--- src/rtl/ckg_pkg.sv ---
package ckg_pkg;
  typedef enum logic [1:0] {
    ST_RUN    = 2'd0,
    ST_HALT   = 2'd1,
    ST_STOP   = 2'd2,
    ST_SETTLE = 2'd3
  } stby_e;

  localparam int SPD_W   = 2;
  localparam int SRC_W   = 4;
  localparam int SRC_BIT = 0;
  localparam int OFF_BIT = 3;
endpackage

--- src/rtl/ckg_regs.sv ---
module ckg_regs
  import ckg_pkg::*;
(
  input  logic             clk,
  input  logic             rst_n,
  input  logic             we,
  input  logic             addr,
  input  logic [SRC_W-1:0] wdata,
  input  logic             act_sub,
  output logic [SPD_W-1:0] spd_q,
  output logic             src_sub_q,
  output logic             osc_off_q
);
  always_ff @(posedge clk) begin
    if (!rst_n) begin
      spd_q     <= '0;
      src_sub_q <= 1'b0;
      osc_off_q <= 1'b0;
    end else if (we) begin
      if (!addr) begin
        spd_q <= wdata[SPD_W-1:0];
      end else begin
        src_sub_q <= wdata[SRC_BIT];
        // stop of the main oscillator only while the sub source already drives the CPU
        osc_off_q <= wdata[OFF_BIT] & wdata[SRC_BIT] & act_sub;
      end
    end
  end
endmodule

--- src/rtl/ckg_cycle_div.sv ---
module ckg_cycle_div
  import ckg_pkg::*;
#(
  parameter int DIV0    = 64,
  parameter int DIV1    = 16,
  parameter int DIV2    = 8,
  parameter int DIV3    = 4,
  parameter int SUB_DIV = 4
) (
  input  logic             clk,
  input  logic             rst_n,
  input  logic             main_ok,
  input  logic             sub_tick,
  input  logic             req_sub,
  input  logic [SPD_W-1:0] req_spd,
  input  logic             run_ok,
  output logic             cpu_ce,
  output logic             cycle_end,
  output logic             act_sub,
  output logic [SPD_W-1:0] act_spd
);
  localparam int CNT_W = $clog2(DIV0);
  localparam logic [CNT_W-1:0] L0 = CNT_W'(DIV0 - 1);
  localparam logic [CNT_W-1:0] L1 = CNT_W'(DIV1 - 1);
  localparam logic [CNT_W-1:0] L2 = CNT_W'(DIV2 - 1);
  localparam logic [CNT_W-1:0] L3 = CNT_W'(DIV3 - 1);
  localparam logic [CNT_W-1:0] LS = CNT_W'(SUB_DIV - 1);

  logic [CNT_W-1:0] cnt_q;
  logic [CNT_W-1:0] last;
  logic             src_tick;

  always_comb begin
    if (act_sub) begin
      last = LS;
    end else begin
      case (act_spd)
        2'd0:    last = L0;
        2'd1:    last = L1;
        2'd2:    last = L2;
        default: last = L3;
      endcase
    end
  end

  assign src_tick  = act_sub ? sub_tick : main_ok;
  assign cycle_end = src_tick && (cnt_q == last);
  assign cpu_ce    = cycle_end && run_ok;

  always_ff @(posedge clk) begin
    if (!rst_n) begin
      cnt_q   <= '0;
      act_sub <= 1'b0;
      act_spd <= '0;
    end else if (src_tick) begin
      if (cycle_end) begin
        cnt_q   <= '0;
        act_sub <= req_sub;
        act_spd <= req_spd;
      end else begin
        cnt_q <= cnt_q + 1'b1;
      end
    end
  end
endmodule

--- src/rtl/ckg_periph_div.sv ---
module ckg_periph_div #(
  parameter int PDIV = 2
) (
  input  logic clk,
  input  logic rst_n,
  input  logic main_ok,
  output logic periph_ce
);
  generate
    if (PDIV <= 1) begin : g_pass
      assign periph_ce = main_ok;
    end else begin : g_div
      localparam int PW = $clog2(PDIV);
      localparam logic [PW-1:0] PLAST = PW'(PDIV - 1);
      logic [PW-1:0] pcnt_q;
      assign periph_ce = main_ok && (pcnt_q == PLAST);
      always_ff @(posedge clk) begin
        if (!rst_n) begin
          pcnt_q <= '0;
        end else if (main_ok) begin
          pcnt_q <= (pcnt_q == PLAST) ? '0 : pcnt_q + 1'b1;
        end
      end
    end
  endgenerate
endmodule

--- src/rtl/ckg_standby.sv ---
module ckg_standby
  import ckg_pkg::*;
#(
  parameter int SETTLE_W = 8
) (
  input  logic                clk,
  input  logic                rst_n,
  input  logic                halt_req,
  input  logic                stop_req,
  input  logic                wake_irq,
  input  logic                act_sub,
  input  logic                main_tick,
  input  logic [SETTLE_W-1:0] settle_len,
  output stby_e               st_q
);
  logic [SETTLE_W-1:0] wait_q;

  always_ff @(posedge clk) begin
    if (!rst_n) begin
      st_q   <= ST_RUN;
      wait_q <= '0;
    end else begin
      unique case (st_q)
        ST_RUN: begin
          if (stop_req && !act_sub) st_q <= ST_STOP;
          else if (halt_req)        st_q <= ST_HALT;
        end
        ST_HALT: begin
          if (wake_irq) st_q <= ST_RUN;
        end
        ST_STOP: begin
          if (wake_irq) begin
            st_q   <= ST_SETTLE;
            wait_q <= settle_len;
          end
        end
        ST_SETTLE: begin
          if (wait_q == '0) begin
            st_q <= ST_RUN;
          end else if (main_tick) begin
            if (wait_q == SETTLE_W'(1)) st_q <= ST_RUN;
            wait_q <= wait_q - 1'b1;
          end
        end
        default: st_q <= ST_RUN;
      endcase
    end
  end
endmodule

--- src/rtl/cpu_clkgen_ctl.sv ---
module cpu_clkgen_ctl
  import ckg_pkg::*;
#(
  parameter int DIV0     = 64,
  parameter int DIV1     = 16,
  parameter int DIV2     = 8,
  parameter int DIV3     = 4,
  parameter int SUB_DIV  = 4,
  parameter int PDIV     = 2,
  parameter int SETTLE_W = 8
) (
  input  logic                clk,
  input  logic                rst_n,
  input  logic                main_tick,
  input  logic                sub_tick,
  input  logic                cfg_we,
  input  logic                cfg_addr,
  input  logic [3:0]          cfg_wdata,
  input  logic [SETTLE_W-1:0] settle_len,
  input  logic                halt_req,
  input  logic                stop_req,
  input  logic                wake_irq,
  output logic                cpu_ce,
  output logic                periph_ce,
  output logic                watch_ce,
  output logic                main_osc_on,
  output logic                cpu_src_sub
);
  logic [SPD_W-1:0] req_spd;
  logic [SPD_W-1:0] act_spd;
  logic             req_sub;
  logic             act_sub;
  logic             osc_off;
  logic             main_ok;
  logic             cycle_end;
  stby_e            st_q;

  ckg_regs u_regs (
    .clk(clk), .rst_n(rst_n), .we(cfg_we), .addr(cfg_addr),
    .wdata(cfg_wdata), .act_sub(act_sub),
    .spd_q(req_spd), .src_sub_q(req_sub), .osc_off_q(osc_off)
  );

  ckg_standby #(.SETTLE_W(SETTLE_W)) u_stby (
    .clk(clk), .rst_n(rst_n), .halt_req(halt_req), .stop_req(stop_req),
    .wake_irq(wake_irq), .act_sub(act_sub), .main_tick(main_tick),
    .settle_len(settle_len), .st_q(st_q)
  );

  assign main_osc_on = !osc_off && (st_q != ST_STOP);
  assign main_ok     = main_tick && !osc_off && (st_q == ST_RUN || st_q == ST_HALT);

  ckg_cycle_div #(
    .DIV0(DIV0), .DIV1(DIV1), .DIV2(DIV2), .DIV3(DIV3), .SUB_DIV(SUB_DIV)
  ) u_div (
    .clk(clk), .rst_n(rst_n), .main_ok(main_ok), .sub_tick(sub_tick),
    .req_sub(req_sub), .req_spd(req_spd), .run_ok(st_q == ST_RUN),
    .cpu_ce(cpu_ce), .cycle_end(cycle_end), .act_sub(act_sub), .act_spd(act_spd)
  );

  ckg_periph_div #(.PDIV(PDIV)) u_pdiv (
    .clk(clk), .rst_n(rst_n), .main_ok(main_ok), .periph_ce(periph_ce)
  );

  assign watch_ce    = sub_tick;
  assign cpu_src_sub = act_sub;
endmodule

--- config.mk ---
export PLATFORM = sky130hd
export DESIGN_NAME = cpu_clkgen_ctl
export DESIGN_NICKNAME = d
export VERILOG_FILES = /design/src/rtl/ckg_pkg.sv /design/src/rtl/ckg_regs.sv /design/src/rtl/ckg_cycle_div.sv /design/src/rtl/ckg_periph_div.sv /design/src/rtl/ckg_standby.sv /design/src/rtl/cpu_clkgen_ctl.sv
export SDC_FILE = /design/constraint.sdc
export NUM_CORES = 1
export LEC_CHECK = 0
export BUFFER_PORTS_ARGS = -buffer_cell sky130_fd_sc_hd__buf_2
export CELL_PAD_IN_SITES_DETAIL_PLACEMENT = 0
export CELL_PAD_IN_SITES_GLOBAL_PLACEMENT = 1
export CORE_UTILIZATION = 40
export CTS_CLUSTER_DIAMETER = 60
export CTS_CLUSTER_SIZE = 25
export DETAILED_ROUTE_END_ITERATION = 12
export HOLD_SLACK_MARGIN = 0.12
export PLACE_DENSITY_LB_ADDON = 0.1
export SYNTH_ARGS = -nofsm -noshare
export SYNTH_HDL_FRONTEND = slang
export SYNTH_SLANG_ARGS = --single-unit
--- constraint.sdc ---
create_clock -name clk -period 2.4 [get_ports clk]
set_input_delay 0.36 -clock clk [delete_from_list [all_inputs] [get_ports clk]]
set_output_delay 0.36 -clock clk [all_outputs]
set_load 0.01 [all_outputs]
==> metrics, run 1 <==
Fillers=327; routed wire length=3225 um; chip height=approximately 61 um; HP Class=in -> reg; Post-Syn Area=approximately 0.0014 mm^2; fmax=about 440 MHz; number of clock sinks=24; DRC Markers=0; post-place instance area=about 0.0015 mm^2; Core ar.=0.003153 mm^2; Die X=~61 um; DRT Pass-1 Iters=4; Fin. Hold Viols=0; first-pass GRT wire length=5237 um; Final Cell Area=approximately 0.0016 mm^2; CP peak stage delay=slightly below 600 ps; RePlAce Congestion=roughly 0.81; Net Count, Synth=192; sequential area share after synthesis=34.91%; # rows=20; area of the multi-input gates=814.5 um^2; Via Count=about 1.3k; Starting DRT DRC Count=75; FF+latch area=~480 um^2; Post-CTS Hold Buffers=0; CP Max Fanout=5; Layout Nets=approximately 210; CTS clk-pin slew, worst paths=approximately 140 ps; largest net degree at the start of global routing=19; startpoint types=flop; antenna cells=0; worst setup path class=reg -> out; status=finished, final reports clean; Area growth syn-to-layout=14.27%; RSZ-0062 raised after global routing=false; Top Ports=26; fin. max-slew vios=0; Setup crit end kind=primary output; Cell Pwr Density=slightly above 600 mW/mm^2; Slowest cell on crit path=or4b_4; Relative slew margins=43.50%; worst setup margin=around 120 ps; post-route ant nets=0; WP data required=2040 ps; routed len/inst=between 10 and 15 um; Root Buffer=clkbuf_4; unique cell type count in the Yosys netlist=46; crit path DAT=1920 ps; TritonCTS buffer count=3; largest cells by area after synthesis=dfxtp_1 35%, a21oi_1 5.5%, nand2_1 5.5%; DIE AREA=0.003680 mm^2; Total GRT Usage=a little under a fifth; crit path time final=approximately 2300 ps; ratio of cells with drive above 1 in the final layout=approximately a fifth; warnings from Yosys=0; Final period util=~95%; H-tree Lvls=1; Syn Inst Count=167; Port Buffers=24; syn_area_per_cell=between 8 and 9 um^2; latest clock arrival within the worst-skew pair=between 300 and 400 ps; Setup Slack @ Placement=~400 ps; LEAKAGE=roughly 0.00063 uW; worst-path cell chain=or4b_4 > a21oi_4 > o221a_2 > nor3b_2 > buf_2; number of max-cap violations=0; initial core utilization=between 40% and 50%; hpwl dp=about 2300 um; grt ovf=0; clk buf depth=2; total power draw=~960 uW; post-synth top area cell=dfxtp_1; FF+latch count, synth=24; Setup TNS Final=0 ps; initial antenna violation count=0; area share of the largest cell type after synthesis=about a third; Via density=5.595; clk_skew=approximately 5.3 ps; CTS tree=built; VDD IR-drop max=roughly 0.00024 V; endpoints failing setup=0; number of global-route vias before repair=roughly 1.1k; Worst-Margin Slew=about 840 ps
[final cells by class]
type | instances | area share (%)
clock inverters | 1 | 1.909
repair buffers | 27 | 9.069
inverters | 7 | 1.671
clock buffers | 3 | 1.432
well taps | 44 | 3.500
flip-flops and latches | 24 | 30.63
multi-input cells | 126 | 51.79
[worst max-delay path, delay by kind of cell, from the launching register on]
kind                   cells  cell delay (ps)
AOI/OAI and AO/OA          2              360
buffers and inverters      1              150
and+or+nand+nor            2              730
DFF                        1              370
[worst paths after layout]
path,start,end,slack [ps],depth (start not counted)
setup / recovery,u_regs.osc_off_q,cpu_ce,120,5
hold / removal,cfg_wdata[1],u_regs.spd_q[1],290,3
setup reg to reg,u_stby.wait_q[2],u_stby.wait_q[0],540,4
hold reg to reg,u_regs.spd_q[1],u_regs.spd_q[1],470,2
[what timing repair did]
item	4_1_cts	5_1_grt
setup buffers	0	0
setup endpoints to repair	0	1
gates resized for setup	0	1
[layer usage]
layer / up-vias / global-route usage, % / wire [um]
met5: - / 0 / 0
met4: 0 / 6.818 / 15
met3: 2 / 2.559 / 132
met2: 34 / 27.16 / 1354
met1: 612 / 29.11 / 1722
li1: 650 / - / -
[cells in the final DEF (no fill, tap or decap), drive strengths merged, types with 2 or more instances in the layout]
cell	netlist	final
a211oi	4	4
a21oi	16	16
buf	5	27
clkbuf	5	3
dfxtp	24	24
ha	4	4
inv	6	6
mux2i	5	5
nand2	21	21
nand3	4	4
nand3b	2	2
nand4	2	2
nor2	12	12
nor2b	2	2
nor3	10	10
nor3b	5	5
nor4	2	2
o21ai	2	2
o22ai	3	3
o311ai	4	4
o31ai	5	5
or2	2	2
xnor2	5	5
[stage by stage]
stage	std cells	util, %	hold WS [ps]
floorplan	167	-	436.6
global placement	228	48.17	446.9
detailed placement	228	48.17	451.1
CTS	232	49.84	285.5
global route	232	49.88	272.0
finish	232	49.88	287.7
[kinds of logic (layout without fill, tap and decap cells)]
family | Yosys count | in the layout | share of synthesized area (%)
AOI/OAI and AO/OA | 43 | 43 | 22.00
xor gates and xnor gates | 5 | 5 | 3.182
adders and majority gates | 4 | 4 | 3.637
buffers and inverters | 17 | 38 | 5.909
DFF | 24 | 24 | 34.91
muxes | 6 | 6 | 4.455
and+or+nand+nor | 68 | 68 | 25.91
[synthesized netlist by cell type, drive strengths merged]
| cell type | count |
|---|---|
| nand2 | 21 |
| a21oi | 16 |
| nor2 | 12 |
| nor4 | 2 |
| nand3 | 4 |
| a2111oi | 1 |
| clkbuf | 5 |
| o211a | 1 |
| a221oi | 1 |
| a211oi | 4 |
| nor2b | 2 |
| nand3b | 2 |
| nor3 | 10 |
| or2 | 2 |
| mux2i | 5 |
| inv | 6 |
| xnor2 | 5 |
| nand4 | 2 |
| and4 | 1 |
| ha | 4 |
| o311ai | 4 |
| o22ai | 3 |
| or4b | 1 |
| mux2 | 1 |
| o21ai | 2 |
| and2 | 1 |
| nand4bb | 1 |
| buf | 5 |
| a21o | 1 |
| nor3b | 5 |
| nand2b | 1 |
| o221a | 1 |
| clkinv | 1 |
| a211o | 1 |
| o311a | 1 |
| o31ai | 5 |
| a22oi | 1 |
| a21boi | 1 |
| dfxtp | 24 |
| and3 | 1 |
[sequential cells by signal, indices dropped and copies added, names as in the netlist]
| signal | count |
|---|---|
| u_div.act_spd | 2 |
| u_div.act_sub | 1 |
| u_div.cnt_q | 6 |
| u_pdiv.g_div.pcnt_q | 1 |
| u_regs.osc_off_q | 1 |
| u_regs.spd_q | 2 |
| u_regs.src_sub_q | 1 |
| u_stby.st_q | 2 |
| u_stby.wait_q | 8 |
[where the power goes]
| group | total (uW) | switching, uW | internal (uW) |
|---|---|---|---|
| logic | 210 | 127 | 83.3 |
| registers | 449 | 25.7 | 424 |
| clock network | 304 | 135 | 169 |
| total | 963 | 287 | 676 |
No activity file was read; power rests on OpenSTA's default activity.
==> run 2: changes to the inputs <==
Settings changed: CORE_MARGIN set to 2.
==> run 2 against run 1 <==
  * Cell count increased by 1.3%
  * Sequential cell count unchanged
  * Hold slack improved by 9.7 ps
  * Highest routed layer unchanged
  * Critical endpoint unchanged
  * Combinational power increased by 2%
  * Worst setup slack got worse by 12 ps
  * Non-clock buffer count increased by 1
  * Register-to-register slack got worse by 30 ps
  * Clock-buffer cell count increased by 1
  * Core utilization decreased by 2.5 points
  * Sequential power about the same
==> metrics, run 2 (same netlist as run 1, synthesis figures left out) <==
status=finished, final reports clean (unchanged); Die X=62.66 um (was 60.66 um); H-tree Lvls=1 (unchanged); Largest Register=u_stby.wait_q (unchanged); Relative slew margins=63.66% (was 43.50%); hpwl dp=2313 um (was 2266 um); hold slack=297.4 ps (was 287.7 ps); Area growth syn-to-layout=13.91% (was 14.27%); latest clock arrival within the worst-skew pair=310 ps (was 320 ps); Starting DRT DRC Count=92 (was 75); Total GRT Usage=17.29% (was 19.07%); CTS clk-pin slew, worst paths=130 ps (was 140 ps); commonest non-fill, non-tap cell in the layout=buf_2 (unchanged); Layout Nets=215 (was 214); post-route ant nets=0 (unchanged); fin. max-slew vios=0 (unchanged); chip height=62.66 um (was 60.66 um); Setup crit end kind=primary output (unchanged); largest registers=u_stby.wait_q x8, u_div.cnt_q x6 (unchanged); VDD IR-drop max=0.0002426 V (was 0.0002377 V); endpoints failing setup=0 (unchanged); largest net degree at the start of global routing=19 (unchanged); Core ar.=0.003311 mm^2 (was 0.003153 mm^2); DRC Markers=0 (unchanged); worst setup path class=reg -> out (unchanged); clk buf depth=2 (unchanged); Worst-Margin Slew=544.0 ps (was 839.8 ps); crit path time final=2293 ps (was 2281 ps); Final Cell Area=0.001568 mm^2 (was 0.001573 mm^2); post-place instance area=0.001529 mm^2 (was 0.001519 mm^2); CP Max Fanout=8 (was 5); initial antenna violation count=0 (unchanged); initial core utilization=41.57% (was 43.65%); clk_skew=5.927 ps (was 5.253 ps); Top Ports=26 (unchanged); antenna cells=0 (unchanged); Via Count=1,260 (was 1,298); startpoint types=flop (unchanged); Via density=5.362 (was 5.595); routed wire length=3149 um (was 3225 um); grt ovf=0 (unchanged); first-pass GRT wire length=5561 um (was 5237 um); Root Buffer=clkbuf_4 (unchanged); number of max-cap violations=0 (unchanged); Final period util=95.53% (was 95.05%); slack of the worst reg-to-reg path=510 ps (was 540 ps); TritonCTS buffer count=3 (unchanged); DRT Pass-1 Iters=5 (was 4); HP Class=in -> reg (unchanged); fmax=436.2 MHz (was 438.4 MHz); r2r endpoint=u_stby.wait_q[6] (was u_stby.wait_q[0]); WP data required=2040 ps (about the same); Setup TNS Final=0 ps (unchanged); hold_sp=cfg_wdata[1] (unchanged); RePlAce Congestion=0.7678 (was 0.8104); crit path DAT=1930 ps (was 1920 ps); # rows=21 (was 20); RSZ-0062 raised after global routing=false (unchanged); number of global-route vias before repair=1,177 (was 1,102); Cell Pwr Density=562.7 mW/mm^2 (was 612.3 mW/mm^2); Hold Path Sink=u_regs.spd_q[1] (unchanged); ratio of cells with drive above 1 in the final layout=21.69% (was 20.74%); routed len/inst=13.40 um (was 13.90 um); hold depth=3 (unchanged); reg2reg path depth=6 (was 4); max reg flops=8 (unchanged); LEAKAGE=0.0006242 uW (was 0.0006268 uW); CTS tree=built (unchanged); commonest cells after routing, fill and taps aside=24 x buf_2, 22 x dfxtp_1, 20 x nand2_1 (was 24 x buf_2, 23 x dfxtp_1, 20 x nand2_1); number of clock sinks=24 (unchanged); Port Buffers=24 (unchanged); Fin. Hold Viols=0 (unchanged); DIE AREA=0.003926 mm^2 (was 0.003680 mm^2); reg-to-reg critical path startpoint=u_stby.wait_q[0] (was u_stby.wait_q[2])
[run 2: worst max-delay path by stage]
stage | startpoint | endpoint | slack (ps) | cells after the start
6_report | u_div.act_sub | cpu_ce | 110 | 5
2_1_floorplan | u_div.act_sub | cpu_ce | 400 | 5
3_5_place_dp | main_tick | cpu_ce | 380 | 6
4_1_cts | u_div.act_sub | cpu_ce | 30 | 5
5_1_grt | u_div.act_sub | cpu_ce | 20 | 5
3_3_place_gp | main_tick | cpu_ce | 380 | 6
[run 2: metrics by stage]
stage	std cells	util, %	power, uW	worst slack [ps]
global placement	231	46.18	666.4	384.5
floorplan	167	-	604.8	404.1
global route	235	47.35	944.9	18.66
finish	235	47.35	882.2	107.3
CTS	235	47.28	890.9	26.76
detailed placement	231	46.18	671.1	377.7
[run 2: area by class of cell]
cell class | instances | area, um^2
multi-input combinational | 126 | 814.5
timing repair buffer | 28 | 150.1
inverter | 7 | 26.28
tap | 46 | 57.56
clock buffer | 4 | 36.28
fill | 346 | 1743
sequential | 24 | 483.0
[run 2: what timing repair did]
| item | in CTS | in global routing |
|---|---|---|
| endpoints found under the hold margin | 0 | 0 |
| buffers inserted | 0 | 0 |
| endpoints found under the setup margin | 0 | 1 |
| gates resized for setup | 0 | 2 |
| hold buffers | 0 | 0 |
[run 2: where the power goes]
part	leakage [uW]	internal, uW	switching (uW)	total [uW]
Clock	0.0000210	92.6	126	218
Sequential	0.000196	424	26.1	450
Combinational	0.000407	90.3	124	214
[run 2: worst max-delay path, cell delays in order, from the launching register on]
cell and delay, ps:
dfxtp_2 390, or4b_4 580, a21oi_4 160, o221a_2 200
nor3b_2 150, buf_2 150
[run 2: layer usage]
| layer | share of wire [%] | global-route usage (%) |
|---|---|---|
| met1 | 49 | 24.92 |
| met4 | 0.73 | 5.000 |
| met2 | 46 | 26.75 |
| met3 | 4.0 | 2.523 |
| met5 | 0 | 0 |
==> run 3: changes to the inputs <==
Settings changed: CORE_ASPECT_RATIO set to 1.1.
==> run 3 against run 2 <==
  * Cell count down 3.0%
  * Clock-buffer cell count is the same
  * Critical endpoint unchanged
  * Design area grew 0.80%
  * First-iteration DRC count is 32% lower
  * Critical path depth stayed put
  * Via count is 2.9% higher
  * Die area barely moved
==> metrics, run 3 (same netlist as run 1, synthesis figures left out) <==
LEAKAGE=0.0006407 uW (was 0.0006242 uW); Root Buffer=clkbuf_4 (unchanged); reg2reg path depth=6 (unchanged); post-route ant nets=0 (unchanged); number of clock sinks=24 (unchanged); Via Count=1,296 (was 1,260); latest clock arrival within the worst-skew pair=310 ps (about the same); worst setup path class=reg -> out (unchanged); endpoints failing setup=0 (unchanged); Worst-Margin Slew=567.3 ps (was 544.0 ps); Final Cell Area=0.001580 mm^2 (was 0.001568 mm^2); WP data required=2040 ps (about the same); TritonCTS buffer count=3 (unchanged); CTS clk-pin slew, worst paths=140 ps (was 130 ps); DIE AREA=0.003927 mm^2 (was 0.003926 mm^2); max reg flops=8 (unchanged); Layout Nets=218 (was 215); Slowest cell on crit path=or4b_4 (unchanged); largest registers=u_stby.wait_q x8, u_div.cnt_q x6 (unchanged); Die X=59.93 um (was 62.66 um); RSZ-0062 raised after global routing=false (unchanged); Metal-1 WL=1427 um (was 1543 um); r2r endpoint=u_stby.wait_q[6] (unchanged); Area growth syn-to-layout=14.82% (was 13.91%); slack of the worst reg-to-reg path=520 ps (was 510 ps); Setup TNS Final=0 ps (unchanged); met3 WL=93 um (was 126 um); CP peak stage delay=570 ps (was 580 ps); ratio of cells with drive above 1 in the final layout=22.92% (was 21.69%); VDD IR-drop max=0.0002838 V (was 0.0002426 V); Starting DRT DRC Count=63 (was 92); Hold Path Sink=u_regs.spd_q[1] (unchanged); Via density=5.684 (was 5.362); H-tree Lvls=1 (unchanged); routed len/inst=13.87 um (was 13.40 um); # rows=22 (was 21); Core ar.=0.003303 mm^2 (was 0.003311 mm^2); area of the multi-input gates=814.5 um^2 (unchanged); fin. max-slew vios=0 (unchanged); Top Ports=26 (unchanged); hold_sp=cfg_wdata[1] (unchanged); startpoint types=flop (unchanged); Fin. Hold Viols=0 (unchanged); status=finished, final reports clean (unchanged); fmax=435.1 MHz (was 436.2 MHz); CTS tree=built (unchanged); initial antenna violation count=0 (unchanged); DRT Pass-1 Iters=4 (was 5); grt ovf=0 (unchanged); Cell Pwr Density=558.3 mW/mm^2 (was 562.7 mW/mm^2); hpwl dp=2257 um (was 2313 um); Setup crit end kind=primary output (unchanged); Relative slew margins=61.95% (was 63.66%); number of max-cap violations=0 (unchanged); initial core utilization=41.67% (was 41.57%); RePlAce Congestion=0.8332 (was 0.7678); FF+latch area=485.5 um^2 (was 483.0 um^2); CP Buf/Inv Count=1 (unchanged); routed wire length=3163 um (was 3149 um); Port Buffers=24 (unchanged); hold depth=3 (unchanged); clk_skew=2.009 ps (was 5.927 ps); HP Class=in -> reg (unchanged); Post-CTS Hold Buffers=0 (unchanged); antenna cells=0 (unchanged); clk buf depth=2 (unchanged); crit path DAT=1940 ps (was 1930 ps); crit-path leading delay family=simple AND/OR/NAND/NOR gates (unchanged); crit path time final=2298 ps (was 2293 ps); chip height=65.52 um (was 62.66 um); Fillers=350 (was 346); uppermost layer routed=met4 (unchanged); largest net degree at the start of global routing=19 (unchanged); DRC Markers=0 (unchanged); Final period util=95.76% (was 95.53%); number of global-route vias before repair=1,288 (was 1,177); post-place instance area=0.001509 mm^2 (was 0.001529 mm^2); Largest Register=u_stby.wait_q (unchanged); commonest non-fill, non-tap cell in the layout=buf_2 (unchanged); metal2 WL=1617 um (was 1455 um); total power draw=882.2 uW (about the same); reg-to-reg critical path startpoint=u_stby.wait_q[0] (unchanged); CP Max Fanout=3 (was 8); worst-path cell chain=or4b_4 > a21oi_4 > o221a_2 > nor3b_2 > buf_2 (unchanged); Total GRT Usage=18.38% (was 17.29%); commonest cells after routing, fill and taps aside=24 x buf_2, 22 x dfxtp_1, 20 x nand2_1 (unchanged); first-pass GRT wire length=5609 um (was 5561 um)
run 3: cell type report:
class                   instances  area share [%]
clock buffers                   4           2.296
inverters                       7           1.663
multi-input cells             126           51.54
flip-flops and latches         24           30.72
well taps                      36           2.850
repair buffers                 31           10.93
run 3: what timing repair did:
item                       CTS  global route
gates resized for setup      0             3
buffers inserted             0             4
setup endpoints to repair    0             1
run 3: how the worst max path moves through the flow:
stage	from	to	cells after the start
after CTS	u_div.act_sub	cpu_ce	5
after global placement	main_tick	cpu_ce	6
final	u_div.act_sub	cpu_ce	5
after floorplan	u_div.act_sub	cpu_ce	5
after global routing	u_div.act_sub	cpu_ce	5
after detailed placement	main_tick	cpu_ce	6
run 3: per-layer routing:
layer | vias to the layer above | GRT usage (%)
li1 | 654 | -
met5 | - | 0
met4 | 0 | 7.778
met2 | 24 | 32.20
met1 | 616 | 21.65
met3 | 2 | 2.756
run 3: through the flow:
step | util, % | hold slack, ps | worst slack [ps] | cells
floorplan | - | 436.6 | 404.1 | 167
global placement | 45.68 | 452.0 | 374.5 | 220
detailed placement | 45.68 | 456.0 | 360.6 | 220
CTS | 46.78 | 277.3 | 11.69 | 224
global route | 47.84 | 289.5 | 3.406 | 228
finish | 47.84 | 289.5 | 101.8 | 228
run 3: worst register-to-register path, cell delays in order (launching register included):
cell and delay [ps]:
dfxtp_1 380, inv_1 140, ha_1 210, nor3b_1 510, a21oi_1 130, o311ai_0 290
o31ai_1 120
run 3: power breakdown:
| part | switching, uW | leakage (uW) | internal, uW |
|---|---|---|---|
| Combinational | 124 | 0.000423 | 90.8 |
| Clock | 126 | 0.0000210 | 92.6 |
| Sequential | 26.2 | 0.000197 | 423 |
